File: config.mk
export PLATFORM = sky130hd
export DESIGN_NAME = tmr_dbuf_top
export DESIGN_NICKNAME = d
export VERILOG_FILES = /design/src/rtl/tmr_dbuf_pkg.sv /design/src/rtl/tmr_upcount.sv /design/src/rtl/tmr_cmp_store.sv /design/src/rtl/tmr_evt_detect.sv /design/src/rtl/tmr_dbuf_top.sv
export SDC_FILE = /design/constraint.sdc
export NUM_CORES = 1
export LEC_CHECK = 0
export BUFFER_PORTS_ARGS = -buffer_cell sky130_fd_sc_hd__buf_4
export CORE_ASPECT_RATIO = 0.5
export CORE_MARGIN = 2
export CORE_UTILIZATION = 45
export DETAILED_ROUTE_END_ITERATION = 12
export HOLD_SLACK_MARGIN = 0.05
export REMOVE_ABC_BUFFERS = 1
export SLEW_MARGIN = 10
export SYNTH_ARGS = -nofsm -noshare
export SYNTH_HDL_FRONTEND = slang
export SYNTH_HIERARCHICAL = 1
export SYNTH_SLANG_ARGS = --single-unit
File: constraint.sdc
create_clock -name clk -period 2.5 [get_ports clk]
set_clock_uncertainty 0.1 [all_clocks]
set_input_delay 0.125 -clock clk [delete_from_list [all_inputs] [get_ports clk]]
set_output_delay 0.125 -clock clk [all_outputs]
set_load 0.03 [all_outputs]
File: src/rtl/tmr_dbuf_pkg.sv
// Shared types for the double-buffered timer compare unit.
// Assumes a two-bit mode field; code 3 is spare and runs as plain timer.
package tmr_dbuf_pkg;

    typedef enum logic [1:0] {
        TM_TIMER = 2'd0,
        TM_PWM   = 2'd1,
        TM_PPG   = 2'd2,
        TM_SPARE = 2'd3
    } tmr_mode_e;

endpackage

File: src/rtl/tmr_upcount.sv
// Up counter of the timer channel.
// Advances on tick. In free-run (PWM) mode it wraps inside the supplied
// mask. Otherwise it clears on a compare hit and wraps at full width.
// Assumes wrap_mask is of the form 2^n-1.
module tmr_upcount #(
    parameter int CW = 8
) (
    input  logic          clk,
    input  logic          rst_n,
    input  logic          tick,
    input  logic          free_run,
    input  logic          hit_clr,
    input  logic [CW-1:0] wrap_mask,
    output logic [CW-1:0] cnt
);

    logic [CW-1:0] cnt_inc;

    // next count without restart
    always_comb begin
        cnt_inc = cnt + CW'(1);
    end

    // count register: hold, wrap in mask, or clear on hit
    always_ff @(posedge clk) begin
        if (!rst_n) begin
            cnt <= '0;
        end else if (tick) begin
            if (free_run) begin
                cnt <= cnt_inc & wrap_mask;
            end else if (hit_clr) begin
                cnt <= '0;
            end else begin
                cnt <= cnt_inc;
            end
        end
    end

endmodule

File: src/rtl/tmr_cmp_store.sv
// Compare value storage: staging register, live register, buffer-enable bit.
// A write always fills staging. The live register takes the write directly
// while buffering is off, and otherwise takes staging on a transfer strobe.
// A same-cycle transfer moves the old staging value.
module tmr_cmp_store #(
    parameter int CW = 8
) (
    input  logic          clk,
    input  logic          rst_n,
    input  logic          ctl_wr,
    input  logic          ctl_dbuf,
    input  logic          wr_en,
    input  logic [CW-1:0] wr_data,
    input  logic          xfer,
    output logic          dbuf_q,
    output logic [CW-1:0] stage_q,
    output logic [CW-1:0] act_q
);

    // buffer-enable control bit
    always_ff @(posedge clk) begin
        if (!rst_n) begin
            dbuf_q <= 1'b0;
        end else if (ctl_wr) begin
            dbuf_q <= ctl_dbuf;
        end
    end

    // staging register follows every bus write
    always_ff @(posedge clk) begin
        if (!rst_n) begin
            stage_q <= '0;
        end else if (wr_en) begin
            stage_q <= wr_data;
        end
    end

    // live compare register: direct write or staged transfer
    always_ff @(posedge clk) begin
        if (!rst_n) begin
            act_q <= '0;
        end else if (wr_en && !dbuf_q) begin
            act_q <= wr_data;
        end else if (xfer) begin
            act_q <= stage_q;
        end
    end

endmodule

File: src/rtl/tmr_evt_detect.sv
// Event detection for the timer channel.
// Builds the PWM wrap mask from the width select, detects the overflow
// point and the compare hit, raises the transfer strobe, and registers the
// one-cycle match and overflow pulses. Select codes past the last width map
// to full width.
module tmr_evt_detect
    import tmr_dbuf_pkg::*;
#(
    parameter int CW        = 8,
    parameter int PWM_MIN_W = 6,
    parameter int NSEL      = CW - PWM_MIN_W + 1,
    parameter int SELW      = (NSEL > 1) ? $clog2(NSEL) : 1
) (
    input  logic            clk,
    input  logic            rst_n,
    input  logic            tick,
    input  tmr_mode_e       mode_e,
    input  logic [SELW-1:0] pwm_sel,
    input  logic            dbuf_q,
    input  logic [CW-1:0]   cnt,
    input  logic [CW-1:0]   act_q,
    output logic [CW-1:0]   wrap_mask,
    output logic            free_run,
    output logic            hit,
    output logic            xfer,
    output logic            match_o,
    output logic            ovf_o
);

    localparam logic [CW-1:0] FULL = {CW{1'b1}};

    logic [CW-1:0] mask_tab [NSEL];
    logic          top_hit;
    logic          is_ppg;

    // one mask per selectable PWM width
    for (genvar g = 0; g < NSEL; g++) begin : g_mask
        assign mask_tab[g] = CW'((64'd1 << (PWM_MIN_W + g)) - 64'd1);
    end

    // pick the mask for the selected width, full width otherwise
    always_comb begin
        wrap_mask = FULL;
        for (int i = 0; i < NSEL; i++) begin
            if (pwm_sel == SELW'(i)) begin
                wrap_mask = mask_tab[i];
            end
        end
    end

    // mode decode
    always_comb begin
        free_run = (mode_e == TM_PWM);
        is_ppg   = (mode_e == TM_PPG);
    end

    // overflow point, compare hit and transfer strobe
    always_comb begin
        if (free_run) begin
            top_hit = ((cnt & wrap_mask) == wrap_mask);
        end else begin
            top_hit = (cnt == FULL);
        end
        hit  = (act_q == '0) ? top_hit : (cnt == act_q);
        xfer = tick && dbuf_q && ((free_run && top_hit) || (is_ppg && hit));
    end

    // registered single-cycle output pulses
    always_ff @(posedge clk) begin
        if (!rst_n) begin
            match_o <= 1'b0;
            ovf_o   <= 1'b0;
        end else begin
            match_o <= tick && hit;
            ovf_o   <= tick && top_hit;
        end
    end

endmodule

File: src/rtl/tmr_dbuf_top.sv
// Top of the double-buffered timer compare unit.
// Connects the compare storage, the event detector and the up counter.
// Assumes tick is already synchronous to clk and one cycle wide per count.
module tmr_dbuf_top
    import tmr_dbuf_pkg::*;
#(
    parameter int CW        = 8,
    parameter int PWM_MIN_W = 6,
    parameter int NSEL      = CW - PWM_MIN_W + 1,
    parameter int SELW      = (NSEL > 1) ? $clog2(NSEL) : 1
) (
    input  logic            clk,
    input  logic            rst_n,
    input  logic            tick,
    input  logic [1:0]      mode,
    input  logic [SELW-1:0] pwm_sel,
    input  logic            ctl_wr,
    input  logic            ctl_dbuf,
    input  logic            wr_en,
    input  logic [CW-1:0]   wr_data,
    output logic            match_o,
    output logic            ovf_o
);

    tmr_mode_e     mode_e;
    logic          dbuf_q;
    logic [CW-1:0] stage_q;
    logic [CW-1:0] act_q;
    logic [CW-1:0] cnt;
    logic [CW-1:0] wrap_mask;
    logic          free_run;
    logic          hit;
    logic          xfer;

    // mode field to enum
    always_comb begin
        mode_e = tmr_mode_e'(mode);
    end

    tmr_cmp_store #(.CW(CW)) u_store (
        .clk     (clk),
        .rst_n   (rst_n),
        .ctl_wr  (ctl_wr),
        .ctl_dbuf(ctl_dbuf),
        .wr_en   (wr_en),
        .wr_data (wr_data),
        .xfer    (xfer),
        .dbuf_q  (dbuf_q),
        .stage_q (stage_q),
        .act_q   (act_q)
    );

    tmr_evt_detect #(
        .CW       (CW),
        .PWM_MIN_W(PWM_MIN_W),
        .NSEL     (NSEL),
        .SELW     (SELW)
    ) u_evt (
        .clk      (clk),
        .rst_n    (rst_n),
        .tick     (tick),
        .mode_e   (mode_e),
        .pwm_sel  (pwm_sel),
        .dbuf_q   (dbuf_q),
        .cnt      (cnt),
        .act_q    (act_q),
        .wrap_mask(wrap_mask),
        .free_run (free_run),
        .hit      (hit),
        .xfer     (xfer),
        .match_o  (match_o),
        .ovf_o    (ovf_o)
    );

    tmr_upcount #(.CW(CW)) u_cnt (
        .clk      (clk),
        .rst_n    (rst_n),
        .tick     (tick),
        .free_run (free_run),
        .hit_clr  (hit),
        .wrap_mask(wrap_mask),
        .cnt      (cnt)
    );

endmodule

### Word level (Yosys, flattened, before mapping)

Index checks and enable logic that the tools add are counted.

* logic and storage cells: 37
* output and inout port bits: 2
* register bits after elaboration: 27
* input port bits: 18

* bitwise logic cells: 2
* reductions and logical operators: 12
* add/sub/neg operators: 1
* muxes and demuxes: 9
* equality and inequality tests: 7

Operator list (count)
* two-way mux 8 bit: 7
* bitwise AND 8 bit: 2
* == test 8 bit: 2
* adder 8 x 1 -> 8 bit (second input constant): 1
* == test 8 bit (second input constant): 1
* logical NOT 8 bit: 1
* logical AND 1 bit: 7
* == test 2 x 1 -> 1 bit (second input constant): 2
* == test 2 bit (second input constant): 2
* logical NOT 2 bit: 1
* two-way mux 1 bit: 2
* nonzero test 2 bit: 1
* logical NOT 1 bit: 1
* logical OR 1 bit: 1

### Depth between registers and ports, before layout

* depth after elaboration: 13
* depth in mapped cells: 8
* mapped depth without buffers: 8

### By module

Netlist, hierarchy kept.

Modules (own cells, without submodules)
* tmr_cmp_store: seq. area each 340.3 um^2, area each 748.2 um^2, cells an instance 66, times used 1
* tmr_upcount: seq. area each 160.2 um^2, area each 471.7 um^2, cells an instance 53, times used 1
* tmr_evt_detect: seq. area each 40.0 um^2, area each 337.8 um^2, cells an instance 43, times used 1

### Worst setup path after synthesis

Ideal clock, no wire load.

* kind: register -> register
* start point: register u_cnt.cnt[1]
* end point: register u_cnt.cnt[0]
* buffers on the path: 0
* data required time: 2334 ps
* setup time: 66 ps
* period minus slack after synthesis: 1871 ps
* stages on the path, launching flop included: 9
* path slack: 629 ps
* arrival: 1705 ps
* path through: dfxtp_1 -> xor2_1 -> nor4_2 -> a32oi_1 -> inv_1 -> nor2_8 -> a21oi_2 -> or3b_1 -> a21oi_2

* longest elaborated chain between the ends: 6
* elaborated cells on any way between the ends: 8
* classes of those cells: eq/ne: 3; mux: 4; bitwise: 1

Ends and longest elaborated chain
* from (decl): RTL line tmr_upcount.sv:14 `output logic [CW-1:0] cnt`
* from (signal assigned): RTL line tmr_upcount.sv:30 `cnt <= cnt_inc & wrap_mask;`
* from (signal assigned): RTL line tmr_upcount.sv:34 `cnt <= cnt_inc;`
* bitwise AND 8 bit: RTL line tmr_evt_detect.sv:60 `top_hit = ((cnt & wrap_mask) == wrap_mask);`
* == test 8 bit: RTL line tmr_evt_detect.sv:60
* two-way mux 1 bit: RTL line tmr_evt_detect.sv:59 `if (free_run) begin`
* two-way mux 1 bit (*): RTL line tmr_evt_detect.sv:64 `hit = (act_q == '0) ? top_hit : (cnt == act_q);`
* via hit: RTL line tmr_dbuf_top.sv:32 `logic hit;`
* two-way mux 8 bit (*): RTL line tmr_upcount.sv:31 `end else if (hit_clr) begin`
* two-way mux 8 bit (*): RTL line tmr_upcount.sv:29 `if (free_run) begin`

Mark *: on every way through the listed nets, which the timed path passes. The rest lies on a longest branch.
A chain may end at the register's enable or synchronous reset.

### Worst setup path in the final report

* start point: register u_cnt.cnt[4]
* end point: register u_cnt.cnt[2]

Same word-level chain as after synthesis.

==> summary.txt <==
Global routing
  • Met3 usage: 4.53%
  • Global-route wire length before repair: around 5 mm
  • Met2 Track Usage GR: 26.6%
  • Global-route usage over all layers: 17.0%
  • Grt peak-use layer: met2
  • Gr ovfl total: 0
  • Largest net degree at the start of global routing: 18
  • Vias in the first global route: 1067
  • GR met1 Demand/Resource: 24.1%
  • Initial antenna violation count: 0

Logic synthesis
  • Most frequent cells after synthesis: 27 x dfxtp_1, 18 x mux2i_1, 13 x nor2_1
  • Yosys top cell by area: dfxtp_1
  • Post-Syn Area: 1560 µm²
  • Count leader, synth: dfxtp_1
  • Synth async-reset ratio: 0%
  • Synth Instances: ~160
  • Post-synthesis register bit count: 27
  • Avg Cell Area, Syn: 9.62 µm²
  • Post-synth top area share: 34.7%
  • Synth Flop Type: dfxtp_1
  • Seq/Total Area, Yosys: a little over a third
  • Area contributors post-synth: dfxtp_1 35%, mux2i_1 12%, xor2_1 5.6%, buf_4 3.9%, nor3b_1 3.4%
  • Yosys cell types: 44
  • EDFF count, synth: 0
  • Synthesis Warnings: 6

Worst setup path
  • Reg2reg path depth: 7
  • Arrival @ worst endpoint: roughly 2.2 ns
  • Critical path type: reg2reg
  • R2R Setup Slk: 0.39 ns
  • R2R Path Start: u_cnt/cnt[4]
  • Crit path max fanout: 8
  • RR Endpoint: u_cnt/cnt[2]
  • CP Cell Sequence: xor2_1 > nor4_2 > a32oi_1 > inv_1 > o21ai_0 > a21oi_1 > nor3_1
  • CP peak stage delay: 0.52 ns
  • Worst Setup Start Kind: flip-flop
  • CP Capture Type: flip-flop
  • CP Data Required Time: 2.61 ns
  • CP max-delay cell: dfxtp_1

Floorplanning
  • Total die area: 3980 µm²
  • Initial Util: 46.1%
  • Core ar.: 3380 µm²
  • Die W: 87.2 µm
  • Chip Height: approximately 46 µm
  • Rows: 15
  • I/O Pins: 20

Clocking
  • Clk sink count: 27
  • Root Buffer: clkbuf_8
  • CTS tree: yes
  • Maximum clock path buffer count: 2
  • Skew-Pair Late Insertion Delay: 0.28 ns
  • Cts bufs inserted: 3
  • Clock-pin transition on the worst setup and hold timing paths: ~0.10 ns
  • H-tree depth: 1
  • Cts repair resizes: 0

Timing
  • Fin Hold WS: 0.0965 ns
  • RSZ-0062 raised after global routing: no
  • Period utilization: 84.4%
  • Slew Limit Fails: 0
  • F_max: 474 MHz
  • Final setup violation count: 0
  • TNS Setup: 0 ns
  • Slew @ Worst Pin: a little under 0.5 ns
  • Final min period: 2.11 ns
  • Slew Limit Headroom: 66.9%
  • Hold Vio Cnt, Final: 0
  • Setup slack after layout: 0.391 ns

Final layout
  • Final nets: 210
  • Fraction of layout cells with a size suffix above 1: between 20% and 30%
  • Design area: 1840 µm²
  • Area grow syn2layout: 18.2%
  • N_diodes: 0

Job
  • Max_cap viols: 0

Pwr
  • Combinational Power Share: 18.3%
  • Tot Pwr: 914 µW
  • Power per cell area: 497 nW/µm²
  • Maximum VDD drop: 341 µV
  • Psw: roughly 260 µW
  • Internal power: roughly 660 µW
  • Leakage: roughly 0.00074 µW
  • Sw frac: 28.2%
  • Clock power frac: 29.6%
  • Reg power frac: 52.1%

Min path
  • Min-delay worst type: in2reg
  • HP Start: tick
  • End of the worst hold path: u_evt/match_o
  • Hold path cells: 3

Detailed routing
  • Residual DRC: 0
  • DR vias: 1227
  • DRT Pass-1 Iters: 4
  • Iter 0 DRT Violations: 38
  • Drt wl/cell: 13.7 µm
  • Post-route ant nets: 0
  • Vias per cell: ~5.3
  • Post-Route WL: 3.18 mm

Place
  • Final GP Congestion: 0.782
  • Placed cell areas: 1680 µm²
  • Post-Place Worst Slack: between 0.4 and 0.5 ns
  • DP HPWL: 2.28 mm
  • Number of port buffers: 19

Outcome
  • Status: completed
==> registers in the layout (all words and copies together), names as in the netlist <==
register	count
u_store/dbuf_q	1
u_cnt/cnt	8
u_evt/match_o	1
u_store/act_q	8
u_store/stage_q	8
u_evt/ovf_o	1
==> cells in the final DEF (no fill, tap or decap), types with 2 or more instances in the layout <==
cell type / count
dlygate4sd3_1: 11
a21oi_1: 8
xor2_1: 10
nor3b_2: 2
buf_4: 22
a211oi_1: 6
nor4_1: 2
nand2b_1: 2
a211oi_2: 2
nor2_1: 13
clkbuf_8: 3
o21ai_0: 2
nand2_1: 9
nor3b_1: 7
conb_1: 6
nor2b_1: 2
inv_1: 4
dfxtp_1: 27
nor3_1: 5
nor4_2: 4
a21oi_2: 2
nand4_1: 2
mux2i_1: 18
==> layer usage <==
metal,share of wire [%],vias to the layer above
met5,0,-
met4,0,0
met3,2.5,0
met2,45,14
met1,53,584
li1,-,629
==> repair_timing <==
item                      4_1_cts  5_1_grt
buffers inserted                0        0
hold endpoints to repair       12        0
hold buffers                   11        0
==> power groups by stage <==
stage / clock network, µW / logic (µW) / registers [µW]
2_1_floorplan: 0 / 97.7 / 483
3_3_place_gp: 0 / 152 / 486
3_5_place_dp: 0 / 153 / 486
4_1_cts: 282 / 167 / 476
5_1_grt: 303 / 183 / 479
6_report: 271 / 167 / 476
==> logic make-up (layout without fill, tap and decap cells) <==
logic type | after synthesis | count (layout) | share of synthesized area (%)
fa+ha+maj | 1 | 1 | 0.803
buf+inv | 19 | 42 | 8.51
compound gates | 28 | 28 | 13.3
other cells | 1 | 6 | 0.241
xor+xnor | 11 | 11 | 6.18
flops | 27 | 27 | 34.7
simple gates | 57 | 57 | 24.7
mux | 18 | 18 | 11.6
==> final cells by class <==
class | instances | area, µm²
clock buffer | 3 | 41.3
sequential | 27 | 541
timing repair buffer | 33 | 275
inverter | 5 | 18.8
multi-input combinational | 121 | 903
fill | 319 | 1540
tap | 42 | 52.6
clock inverter | 1 | 8.76
==> per-stage QoR <==
| stage | utilization, % | instances |
|---|---|---|
| 2_1_floorplan | - | 153 |
| 5_1_grt | 54.5 | 232 |
| 3_5_place_dp | 49.7 | 217 |
| 4_1_cts | 54.5 | 232 |
| 6_report | 54.5 | 232 |
| 3_3_place_gp | 49.7 | 217 |
==> how the worst max path moves through the flow <==
stage	from	endpoint	slack [ns]	cells past startpoint
after floorplan	mode[0]	u_store/act_q[5]	0.15	6
after global placement	u_cnt/cnt[4]	u_store/act_q[6]	0.44	7
after detailed placement	u_cnt/cnt[4]	u_cnt/cnt[2]	0.41	7
after CTS	u_cnt/cnt[4]	u_cnt/cnt[2]	0.37	7
after global routing	u_cnt/cnt[4]	u_cnt/cnt[2]	0.20	7
final	u_cnt/cnt[4]	u_cnt/cnt[2]	0.39	7
==> critical path, delay by kind of cell, from the launching register on <==
family                 cells  cell delay [ns]
AND/OR/NAND/NOR            2             0.24
XOR/XNOR                   1             0.21
AO/OA/AOI/OAI              3             0.80
buffers and inverters      1             0.16
flip-flops                 1             0.52
No activity file was read; power rests on OpenSTA's default activity.
